<file path="config.mk">
export PLATFORM = sky130hd
export DESIGN_NAME = recip_sdiv
export DESIGN_NICKNAME = d
export VERILOG_FILES = /design/src/rtl/recip_div_pkg.sv /design/src/rtl/recip_param_gen.sv /design/src/rtl/recip_quot_unit.sv /design/src/rtl/recip_sdiv.sv
export SDC_FILE = /design/constraint.sdc
export NUM_CORES = 1
export LEC_CHECK = 0
export BUFFER_PORTS_ARGS = -buffer_cell sky130_fd_sc_hd__clkbuf_2
export CORE_MARGIN = 4
export CORE_UTILIZATION = 65
export CTS_BUF_LIST = sky130_fd_sc_hd__clkbuf_8
export DETAILED_ROUTE_END_ITERATION = 8
export HOLD_SLACK_MARGIN = 0.05
export PLACE_DENSITY = 0.83
export SETUP_SLACK_MARGIN = 0.4
export SYNTH_ARGS = -nofsm -noshare
export SYNTH_HDL_FRONTEND = slang
export SYNTH_SLANG_ARGS = --single-unit
</file>
<file path="constraint.sdc">
create_clock -name clk -period 17.05 [get_ports clk]
set_input_delay 2.5575 -clock clk [delete_from_list [all_inputs] [get_ports clk]]
set_output_delay 2.5575 -clock clk [all_outputs]
set_load 0.01 [all_outputs]
</file>
<file path="src/rtl/recip_div_pkg.sv">
package recip_div_pkg;

    typedef enum logic [1:0] {
        ST_IDLE  = 2'd0,
        ST_SETUP = 2'd1,
        ST_RUN   = 2'd2,
        ST_FAULT = 2'd3
    } div_state_e;

endpackage

</file>
<file path="src/rtl/recip_param_gen.sv">
module recip_param_gen #(
    parameter int N = 16
) (
    input  logic                   clk,
    input  logic                   rst_n,
    input  logic                   start,
    input  logic [N-1:0]           divisor,
    output logic                   done,
    output logic                   busy,
    output logic [N-1:0]           mult,
    output logic [$clog2(N)-1:0]   shamt,
    output logic [N-1:0]           dmask
);
    localparam int SHW   = $clog2(N);
    localparam int QBITS = 2 * N - 1;
    localparam int CW    = $clog2(2 * N);

    logic [N-1:0]   mag_c;
    logic [N-1:0]   magm1_c;
    logic [SHW-1:0] sh_c;

    logic [N-1:0]   dm_r;
    logic [SHW-1:0] sh_r;
    logic           unit_r;
    logic [CW-1:0]  cnt_r;
    logic [N-1:0]   rem_r;
    logic [N-1:0]   quot_r;

    logic           bit_c;
    logic [N:0]     trial_c;
    logic           ge_c;
    logic [N-1:0]   quot_nx;
    logic [N-1:0]   rem_nx;

    // Divisor magnitude; the most negative value maps to 2^(N-1) unsigned.
    always_comb begin
        mag_c   = divisor[N-1] ? (~divisor + 1'b1) : divisor;
        magm1_c = mag_c - 1'b1;
        sh_c    = '0;
        for (int i = 0; i < N; i++) begin
            if (magm1_c[i]) sh_c = SHW'(i);
        end
    end

    // One restoring step over the dividend 2^(N+sh), most significant bit first.
    always_comb begin
        bit_c   = ((cnt_r - CW'(1)) == (CW'(N) + CW'(sh_r)));
        trial_c = {rem_r, bit_c};
        ge_c    = (trial_c >= {1'b0, dm_r});
        rem_nx  = ge_c ? N'(trial_c - {1'b0, dm_r}) : trial_c[N-1:0];
        quot_nx = {quot_r[N-2:0], ge_c};
    end

    always_ff @(posedge clk or negedge rst_n) begin
        if (!rst_n) begin
            busy   <= 1'b0;
            done   <= 1'b0;
            dm_r   <= '0;
            sh_r   <= '0;
            unit_r <= 1'b0;
            cnt_r  <= '0;
            rem_r  <= '0;
            quot_r <= '0;
            mult   <= '0;
            shamt  <= '0;
            dmask  <= '0;
        end else begin
            done <= 1'b0;
            if (start) begin
                busy   <= 1'b1;
                dm_r   <= mag_c;
                sh_r   <= sh_c;
                unit_r <= (mag_c == N'(1));
                cnt_r  <= CW'(QBITS);
                rem_r  <= '0;
                quot_r <= '0;
                dmask  <= {N{divisor[N-1]}};
            end else if (busy) begin
                if (unit_r) begin
                    busy  <= 1'b0;
                    done  <= 1'b1;
                    mult  <= N'(1);
                    shamt <= '0;
                end else begin
                    rem_r  <= rem_nx;
                    quot_r <= quot_nx;
                    cnt_r  <= cnt_r - CW'(1);
                    if (cnt_r == CW'(1)) begin
                        busy  <= 1'b0;
                        done  <= 1'b1;
                        mult  <= quot_nx + 1'b1;
                        shamt <= sh_r;
                    end
                end
            end
        end
    end

    assert_shift_range_R3: assert property (@(posedge clk) disable iff (!rst_n)
        done |-> (shamt <= SHW'(N - 2)));

    assert_mult_msb_R3: assert property (@(posedge clk) disable iff (!rst_n)
        (done && !unit_r) |-> mult[N-1]);

    assert_done_after_busy_R2: assert property (@(posedge clk) disable iff (!rst_n)
        done |-> $past(busy));

endmodule

</file>
<file path="src/rtl/recip_quot_unit.sv">
module recip_quot_unit #(
    parameter int N = 16
) (
    input  logic [N-1:0]         operand,
    input  logic [N-1:0]         mult,
    input  logic [$clog2(N)-1:0] shamt,
    input  logic [N-1:0]         dmask,
    output logic [N-1:0]         quot
);
    logic signed [N-1:0]   sa;
    logic signed [N-1:0]   sm;
    logic signed [2*N-1:0] prod;
    logic [N-1:0]          hi;
    logic [N-1:0]          q0;
    logic signed [N-1:0]   sft;
    logic [N-1:0]          amask;
    logic [N-1:0]          q1;

    always_comb begin
        sa    = $signed(operand);
        sm    = $signed(mult);
        prod  = sa * sm;
        hi    = prod[2*N-1:N];
        q0    = operand + hi;
        sft   = $signed(q0) >>> shamt;
        amask = {N{operand[N-1]}};
        q1    = sft - amask;
        quot  = (q1 ^ dmask) - dmask;
    end

endmodule

</file>
<file path="src/rtl/recip_sdiv.sv">
module recip_sdiv
    import recip_div_pkg::*;
#(
    parameter int N = 16
) (
    input  logic         clk,
    input  logic         rst_n,
    input  logic         cfg_load,
    input  logic [N-1:0] cfg_divisor,
    output logic         setup_done,
    output logic         dz_err,
    input  logic         in_valid,
    output logic         in_ready,
    input  logic [N-1:0] in_operand,
    output logic         out_valid,
    input  logic         out_ready,
    output logic [N-1:0] out_quot
);
    localparam int SHW = $clog2(N);

    div_state_e     state_q, state_d;
    logic           load_ok;
    logic           nz_div;
    logic           pg_start;
    logic           pg_done;
    logic           pg_busy;
    logic [N-1:0]   pg_mult;
    logic [SHW-1:0] pg_shamt;
    logic [N-1:0]   pg_dmask;
    logic [N-1:0]   quot_c;
    logic           accept;

    assign nz_div   = |cfg_divisor;
    assign load_ok  = cfg_load && (state_q != ST_SETUP);
    assign pg_start = load_ok && nz_div;

    recip_param_gen #(.N(N)) u_param_gen (
        .clk     (clk),
        .rst_n   (rst_n),
        .start   (pg_start),
        .divisor (cfg_divisor),
        .done    (pg_done),
        .busy    (pg_busy),
        .mult    (pg_mult),
        .shamt   (pg_shamt),
        .dmask   (pg_dmask)
    );

    recip_quot_unit #(.N(N)) u_quot_unit (
        .operand (in_operand),
        .mult    (pg_mult),
        .shamt   (pg_shamt),
        .dmask   (pg_dmask),
        .quot    (quot_c)
    );

    // State register
    always_ff @(posedge clk or negedge rst_n) begin
        if (!rst_n) state_q <= ST_IDLE;
        else        state_q <= state_d;
    end

    // Next state
    always_comb begin
        state_d = state_q;
        unique case (state_q)
            ST_IDLE, ST_RUN, ST_FAULT: begin
                if (load_ok) state_d = nz_div ? ST_SETUP : ST_FAULT;
            end
            ST_SETUP: begin
                if (pg_done) state_d = ST_RUN;
            end
            default: state_d = ST_IDLE;
        endcase
    end

    // State outputs
    always_comb begin
        in_ready   = (state_q == ST_RUN) && (!out_valid || out_ready);
        dz_err     = (state_q == ST_FAULT);
        setup_done = pg_done;
    end

    assign accept = in_valid && in_ready;

    always_ff @(posedge clk or negedge rst_n) begin
        if (!rst_n) begin
            out_valid <= 1'b0;
            out_quot  <= '0;
        end else if (accept) begin
            out_valid <= 1'b1;
            out_quot  <= quot_c;
        end else if (out_ready) begin
            out_valid <= 1'b0;
        end
    end

    assert_fault_blocks_R7: assert property (@(posedge clk) disable iff (!rst_n)
        dz_err |-> !in_ready);

    assert_fault_sticky_R7: assert property (@(posedge clk) disable iff (!rst_n)
        (dz_err && !cfg_load) |=> dz_err);

    assert_hold_R8: assert property (@(posedge clk) disable iff (!rst_n)
        (out_valid && !out_ready) |=> (out_valid && $stable(out_quot)));

    assert_setup_blocks_R2: assert property (@(posedge clk) disable iff (!rst_n)
        pg_busy |-> !in_ready);

    assert_result_next_R10: assert property (@(posedge clk) disable iff (!rst_n)
        accept |=> out_valid);

    assert_zero_operand_R4: assert property (@(posedge clk) disable iff (!rst_n)
        (accept && (in_operand == '0)) |=> (out_quot == '0));

endmodule

</file>
==> results of run 1 <==
cells in the final DEF (no fill, tap or decap), types with 18 or more instances in the layout:
master / instances
o21a_1: 20
nand3_1: 34
a31oi_1: 21
ha_1: 145
xor2_1: 41
a21oi_1: 91
clkbuf_2: 55
mux2i_1: 18
a211oi_1: 23
nor3_1: 30
fa_1: 264
nand2b_1: 27
xnor2_1: 81
o21ai_0: 101
dfrtp_1: 99
nor2_1: 91
nand2_1: 271
inv_1: 344
and2_1: 134
sequential cells by signal (all words and copies together) (netlist names):
| register | cells |
|---|---|
| out_quot | 16 |
| out_valid | 1 |
| state_q | 2 |
| u_param_gen.busy | 1 |
| u_param_gen.cnt_r | 5 |
| u_param_gen.dm_r | 16 |
| u_param_gen.dmask | 1 |
| u_param_gen.done | 1 |
| u_param_gen.mult | 16 |
| u_param_gen.quot_r | 15 |
| u_param_gen.rem_r | 16 |
| u_param_gen.sh_r | 4 |
| u_param_gen.shamt | 4 |
| u_param_gen.unit_r | 1 |
kinds of logic (layout without fill, tap and decap cells):
kind of cell,after synthesis,after routing,share of synthesized area (%)
simple gates,672,672,17.60
buf+inv,441,427,9.052
fa+ha+maj,409,409,38.27
compound gates,398,398,14.04
xor+xnor,124,124,5.969
flops,99,99,13.35
mux,29,29,1.720
metrics by stage:
step                hold WS [ns]  util (%)
CTS                       0.4936     68.75
global placement          0.4636     67.97
floorplan                 0.4498         -
global route              0.5302     68.75
detailed placement        0.4700     67.97
finish                    0.4907     68.75
worst max-delay path by stage:
| stage | end | cells after the start | slack [ns] | start |
|---|---|---|---|---|
| after floorplan | out_quot[15] | 53 | 2.79 | in_operand[7] |
| after global placement | out_quot[15] | 50 | 1.57 | in_operand[7] |
| after detailed placement | out_quot[15] | 49 | 1.24 | in_operand[10] |
| after CTS | out_quot[15] | 49 | 1.54 | in_operand[10] |
| after global routing | out_quot[15] | 49 | 0.60 | in_operand[10] |
| final | out_quot[15] | 49 | 1.30 | in_operand[10] |
worst reg2reg max path, delay by kind of cell (launching register included):
kind / cells / cell delay (ns)
compound gates: 21 / 5.18
fa+ha+maj: 11 / 4.34
simple gates: 9 / 1.77
xor+xnor: 4 / 1.22
flops: 1 / 0.95
mux: 1 / 0.29
buf+inv: 3 / 0.20
routing by layer:
metal / track usage (%) / vias up / part of all wire (%)
li1: - / 7010 / -
met1: 39.05 / 7328 / 41
met2: 50.12 / 581 / 49
met3: 4.315 / 122 / 7.0
met4: 8.769 / 0 / 3.2
met5: 0 / - / 0
cell type report:
type	count	area share, %
inverters	348	6.801
clock inverters	7	0.4886
flip-flops and latches	99	12.90
well taps	378	2.463
repair buffers	63	1.746
multi-input cells	1632	74.96
clock buffers	9	0.6450
==> metrics.yaml, run 1 <==
drtIter0Drc: 1077
dp_cells: 2520
relSlewSlack_pct: 36.07
clockRootBuffer: "clkbuf_8"
slew_viol_final: 0
yosysWarningCount: 0
min_from: "u_param_gen.dm_r[12]"
rrSetupSlack_ns: 2.99
whs_endpoint: "u_param_gen.dm_r[12]"
cts-hold-fix-buffers: 0
yosys.area.top_type_share_pct: 28.49
io_pins: 57
final.min_clock_period_ns: 15.75
nNetsFinal: 2599
drive_gt1_share_pct: 5.561
crit_slowest_cell: "xor2_1"
cp_top_family: "compound AO/OA/AOI/OAI gates"
placed_area_sq_um: 18990
hold_viol_final: 0
critical_path_arrival_ns: 16.01
postSynthCellCount: 2172
crit_path_max_incr_delay_ns: 0.64
ctsLongestPathBuffers: 2
fin_crit_sh_pct: 92.40
cts_tree: "yes"
rsz0062_at_grt: "no"
dp_hpwl_um: 33540
cts_sinks: 99
crit_type: "primary input to flop"
skew_ns: 0.03117
synth_area_leaders: "fa_1 28%, dfrtp_1 13%, ha_1 9.8%"
gp_congestion: 0.9211
synthDistinctLibCells: 85
status: "finished, final reports clean"
final_antenna_net_count: 0
clk_pin_slew_ns: 0.10
initial_core_util_pct: 66.41
fin_cells: 2536
synth.most_common_cell: "inv_1"
r2r_cells: 49
first_pass_iters: 5
path_buf_inv: 3
routedWlPerCell_um: 17.30
ys_ff_latch: 99
end_kind: "flop"
yosysTopAreaCell: "fa_1"
final-setup-viol-count: 0
max_freq_mhz: 63.47
timing.rr.end: "out_quot[15]"
netlist_area_sq_um: 18550
row_count: 61
cpMostUsedCell: "fa_1"
seq_area_frac_synth_pct: 13.35
hold_class: "flop to flop"
grt_pass1_wl_um: 75470
async_flop_share_pct: 100.0
cts_max_level: 3
num_antenna_cells: 0
io_buffers: 56
multiInputGateArea_sq_um: 14400
synth_edf_count: 0
worst-slew-pin-transition_ns: 0.9589
cp_data_required_time_ns: 17.31
register_area_sq_um: 2477
antenna_found_initial: 0
netlist_top_cells_count: "344 x inv_1, 271 x nand2_1, 264 x fa_1"
num_vias: 15041
die_w_um: 176.9
syn_nets: 2618
core_sq_um: 27930
cp_max_fo: 17
syn_avg_cell_area_sq_um: 8.541
wl_um: 43870
cts_resized: 0
fin_ws_ns: 1.296
numCtsBuffers: 9
dp_slack_ns: 1.239
start_kind: "primary input"
drcViolationCount: 0
areaGrowthSynthToFinish_pct: 3.534
die_h_um: 176.9
postCtsSetupRepairBufs: 0
cap_viol_max_count: 0
routed_via_density: 5.931
clock_latency_ns: 0.38
reg2reg_from: "u_param_gen.mult[6]"
grtUsageTotal_pct: 29.31
grt_pass1_vias: 15798
die-area_sq_um: 31310
grt_start_max_net_pins: 71
final.fill_count: 2264
fin_area_sq_um: 19210
grt_overflow_total: 0
synth_flop_cell: "dfrtp_1"
tns_ns: 0
min_path_cells: 2
Power of run 1 is not shown: default switching activity piles up to over one toggle a cycle in this logic, so the estimate is an artifact.
==> run 2, diff against run 1 <==
Settings changed: ABC_AREA set to 1, RECOVER_POWER set to 100.
==> metrics.yaml, run 2 <==
status: "finished, violations left"
violations: "capacitance limit, slew limit"
final_common_cell: "nand2_1"
relSlewSlack_pct: -109.1
seq_area_frac_synth_pct: 12.82
clk_pin_slew_ns: 0.10
final.fill_count: 2531
final_antenna_net_count: 0
die_w_um: 180.4
netlist_area_sq_um: 19320
areaGrowthSynthToFinish_pct: 2.784
register_area_sq_um: 2477
max_freq_mhz: 74.58
leakagePower_nw: 11.53
start_kind: "primary input"
initial_core_util_pct: 66.59
tns_ns: 0
crit_path_max_incr_delay_ns: 0.88
yosysTopAreaCell: "fa_1"
grt_pass1_vias: 17782
worst-slew-pin-transition_ns: 3.136
postCtsSetupRepairBufs: 0
p_sw_mw: 2.116
drtIter0Drc: 1128
grt_overflow_total: 0
ys_ff_latch: 99
crit_slowest_cell: "clkbuf_1"
cts-hold-fix-buffers: 0
ctsLongestPathBuffers: 2
wl_um: 47300
synth_area_leaders: "fa_1 27%, nand2_1 15%, dfrtp_1 13%"
cts_max_level: 3
comb_power_share_pct: 85.0
cp_data_required_time_ns: 17.28
syn_avg_cell_area_sq_um: 7.062
p_int_mw: 1.468
synth_flop_cell: "dfrtp_1"
drcViolationCount: 0
clockRootBuffer: "clkbuf_8"
cpMostUsedCell: "nand2_1"
p_sw_share_pct: 59.05
io_buffers: 56
die_h_um: 180.4
dp_cells: 3092
antenna_found_initial: 0
clock_latency_ns: 0.39
yosys.area.top_type_share_pct: 27.35
netlist_top_cells_count: "779 x nand2_1, 650 x inv_1, 264 x fa_1"
grtUsageTotal_pct: 29.93
gp_congestion: 0.9526
first_pass_iters: 6
cap_viol_max_count: 2
placed_area_sq_um: 19750
row_count: 62
vdd_ir_drop_max_mv: 0.2018
skew_ns: 0.02715
fin_area_sq_um: 19860
rsz0062_at_grt: "no"
yosysWarningCount: 0
grt_pass1_wl_um: 82140
synth_edf_count: 0
cts_resized: 0
io_pins: 57
final_cell_mix: "781 x nand2_1, 652 x inv_1, 264 x fa_1, 145 x nand3_1, 145 x ha_1"
grt_start_max_net_pins: 60
nNetsFinal: 3165
end_kind: "flop"
core_sq_um: 29010
synth.most_common_cell: "nand2_1"
critical_path_arrival_ns: 13.64
syn_nets: 3182
final.min_clock_period_ns: 13.41
power.share.sequential_pct: 10.8
crit_type: "primary input to flop"
routedWlPerCell_um: 15.22
dp_hpwl_um: 38010
synthDistinctLibCells: 53
numCtsBuffers: 9
num_antenna_cells: 0
power_mw: 3.583
slew_viol_final: 102
hold_class: "flop to flop"
die-area_sq_um: 32550
hold_viol_final: 0
cts_tree: "yes"
clockPowerShare_pct: 4.2
async_flop_share_pct: 100.0
cp_max_fo: 21
cts_sinks: 99
multiInputGateArea_sq_um: 13970
power_density_nw_per_um2: 180.4
fin_cells: 3108
fin_crit_sh_pct: 78.64
final-setup-viol-count: 0
postSynthCellCount: 2736
drive_gt1_share_pct: 3.194
routed_via_density: 5.485
num_vias: 17046
==> run 2: changes by cell type after synthesis, moves of 17 or more <==
cell | previous run | this run
xnor2_1 | 81 | 29
a211oi_1 | 23 | 0
mux2i_1 | 18 | 0
nor3_1 | 30 | 13
nand2_1 | 271 | 779
and2_1 | 134 | 3
nor2_1 | 91 | 117
nand3_1 | 34 | 145
o21a_1 | 20 | 1
nand2b_1 | 27 | 0
inv_1 | 344 | 650
==> run 2: layout make-up <==
class                      count  area share [%]
clock inverter                 7          0.3591
sequential                    99           12.47
inverter                     656           12.41
tap                          384           2.419
clock buffer                   9          0.6237
timing repair buffer          60           1.373
multi-input combinational   1893           70.34
==> run 2: logic make-up (layout without fill, tap and decap cells) <==
logic type	Yosys count	after routing	share of synthesized area, %
XOR/XNOR	76	76	3.484
AND/OR/NAND/NOR	1136	1136	24.44
flip-flops	99	99	12.82
buffers and inverters	744	732	14.64
adder cells (fa/ha/maj)	409	409	36.74
AO/OA/AOI/OAI	272	272	7.868
==> run 2: final timing paths <==
kind	from	endpoint	slack [ns]	depth (start not counted)
min in group asynchronous	rst_n	out_quot[14]	2.85	1
max reg2reg	u_param_gen.mult[2]	out_quot[9]	5.88	53
max	in_operand[15]	out_quot[9]	3.64	54
max in group asynchronous	rst_n	u_param_gen.sh_r[0]	10.28	2
min	out_quot[12]	out_quot[12]	0.49	2
min reg2reg	out_quot[12]	out_quot[12]	0.49	2
==> run 2: stage by stage <==
| stage | hold WS, ns | utilization [%] | worst slack (ns) |
|---|---|---|---|
| detailed placement | 0.4638 | 68.07 | 3.829 |
| finish | 0.4913 | 68.45 | 3.641 |
| global route | 0.5039 | 68.45 | 2.593 |
| floorplan | 0.4501 | - | 5.038 |
| CTS | 0.4908 | 68.75 | 4.225 |
| global placement | 0.4625 | 68.07 | 4.161 |
==> run 2: critical path: cells and delay by family <==
kind	cells	cell delay [ns]
adder cells (fa/ha/maj)	10	4.15
XOR/XNOR	3	0.53
AO/OA/AOI/OAI	10	1.54
AND/OR/NAND/NOR	22	3.17
buffers and inverters	9	1.63
==> run 2: power by group through the flow <==
stage / sequential, mW / clock (mW) / combinational (mW)
global placement: 0.387 / 0 / 2.94
global route: 0.398 / 0.164 / 3.51
detailed placement: 0.389 / 0 / 3.00
floorplan: 0.366 / 0 / 2.38
finish: 0.387 / 0.152 / 3.04
CTS: 0.386 / 0.156 / 3.02
==> run 2: routing by layer <==
metal	up-vias	part of all wire [%]	wire length, um	GRT usage, %
met4	0	2.9	1384	9.226
met1	8192	41	19470	38.45
met5	-	0	0	0
met2	533	51	23900	54.16
li1	8200	-	-	-
met3	121	5.4	2555	2.382
Note: power is estimated with default switching activity, not from simulation.
==> run 3, diff against run 2 <==
Clock period 17.05 ns to 13.4 ns, I/O delays scaled along.
==> metrics.yaml, run 3 (synthesized netlist as in run 2, its figures left out) <==
num_vias: 17041
die-area_sq_um: 32550
final_antenna_net_count: 0
crit_path_max_incr_delay_ns: 0.64
clk_pin_slew_ns: 0.12
row_count: 62
crit_type: "primary input to flop"
routedWlPerCell_um: 15.16
cts_sinks: 99
violations: "capacitance limit, slew limit"
critical_path_arrival_ns: 12.71
wl_um: 47190
nNetsFinal: 3169
grt_pass1_wl_um: 81630
core_sq_um: 29010
drtIter0Drc: 1050
die_h_um: 180.4
fin_ws_ns: 0.9714
routed_via_density: 5.476
drcViolationCount: 0
hold_class: "flop to flop"
start_kind: "primary input"
relSlewSlack_pct: -105.5
grt_pass1_vias: 17561
dp_hpwl_um: 38200
max_freq_mhz: 80.46
skew_ns: 0.02587
fin_crit_sh_pct: 92.75
final_common_cell: "nand2_1"
final.min_clock_period_ns: 12.43
cpMostUsedCell: "nand2_1"
die_w_um: 180.4
cts_tree: "yes"
num_antenna_cells: 0
rrSetupSlack_ns: 2.12
initial_core_util_pct: 66.59
crit_slowest_cell: "fa_1"
status: "finished, violations left"
vdd_ir_drop_max_mv: 0.2586
areaGrowthSynthToFinish_pct: 3.232
clockRootBuffer: "clkbuf_8"
leakagePower_nw: 11.58
end_kind: "flop"
clock_latency_ns: 0.38
final.fill_count: 2489
cts_max_level: 3
drive_gt1_share_pct: 3.409
cts_resized: 0
antenna_found_initial: 0
final_cell_mix: "781 x nand2_1, 652 x inv_1, 264 x fa_1, 145 x nand3_1, 145 x ha_1"
io_buffers: 56
cp_max_fo: 17
io_pins: 57
final-setup-viol-count: 0
first_pass_iters: 8
cap_viol_max_count: 2
numCtsBuffers: 9
postCtsSetupRepairBufs: 0
grt_start_max_net_pins: 60
dp_slack_ns: 0.7913
gp_congestion: 0.9406
cts-hold-fix-buffers: 0
grtUsageTotal_pct: 29.63
power_mw: 4.633
rsz0062_at_grt: "no"
grt_overflow_total: 0
cp_data_required_time_ns: 13.68
slew_viol_final: 102
power_density_nw_per_um2: 232.3
tns_ns: 0
worst-slew-pin-transition_ns: 3.082
hold_viol_final: 0
ctsLongestPathBuffers: 2
==> run 3: power breakdown <==
group	leakage [nW]	internal, mW	total [mW]	switching (mW)
registers	1.24	0.401	0.491	0.0898
logic	10.2	1.40	3.91	2.51
clock network	0.120	0.111	0.233	0.122
==> run 3: final timing paths <==
check / start / endpoint / cells past startpoint
worst max-delay path: in_operand[15] / out_quot[13] / 51
worst min-delay path: out_quot[12] / out_quot[12] / 2
worst max register to register: u_param_gen.mult[1] / out_quot[13] / 50
worst min register to register: out_quot[12] / out_quot[12] / 2
max in group asynchronous: rst_n / u_param_gen.sh_r[2] / 2
min in group asynchronous: rst_n / out_quot[10] / 1
==> run 3: final cells by class <==
class / count / area, sq um / share of cell area, %
Inverter: 656 / 2464 / 12.35
Clock inverter: 7 / 118.9 / 0.5959
Sequential cell: 99 / 2477 / 12.42
Tap cell: 384 / 480.5 / 2.409
Clock buffer: 9 / 123.9 / 0.6210
Multi-Input combinational cell: 1893 / 13980 / 70.08
Timing Repair Buffer: 64 / 304.0 / 1.524
==> run 3: worst max-delay path: cells and delay by family <==
| kind | cells | cell delay (ns) |
|---|---|---|
| AO/OA/AOI/OAI | 5 | 1.06 |
| XOR/XNOR | 4 | 0.84 |
| AND/OR/NAND/NOR | 23 | 3.14 |
| buffers and inverters | 8 | 0.87 |
| adder cells (fa/ha/maj) | 11 | 4.79 |
==> run 3: routing by layer <==
layer / up-vias / global-route usage [%] / share of wire, %
met1: 8135 / 38.38 / 41
met2: 554 / 52.22 / 50
li1: 8221 / - / -
met3: 131 / 2.967 / 5.3
met5: - / 0 / 0
met4: 0 / 10.28 / 3.8
==> run 3: metrics by stage <==
stage	hold slack, ns	instances	instance area [sq um]	util (%)
2_1_floorplan	0.4501	2736	19320	-
3_3_place_gp	0.4626	3096	19780	68.18
3_5_place_dp	0.4665	3096	19780	68.18
4_1_cts	0.4963	3112	20020	69.01
5_1_grt	0.5308	3112	19950	68.75
6_report	0.4924	3112	19950	68.75
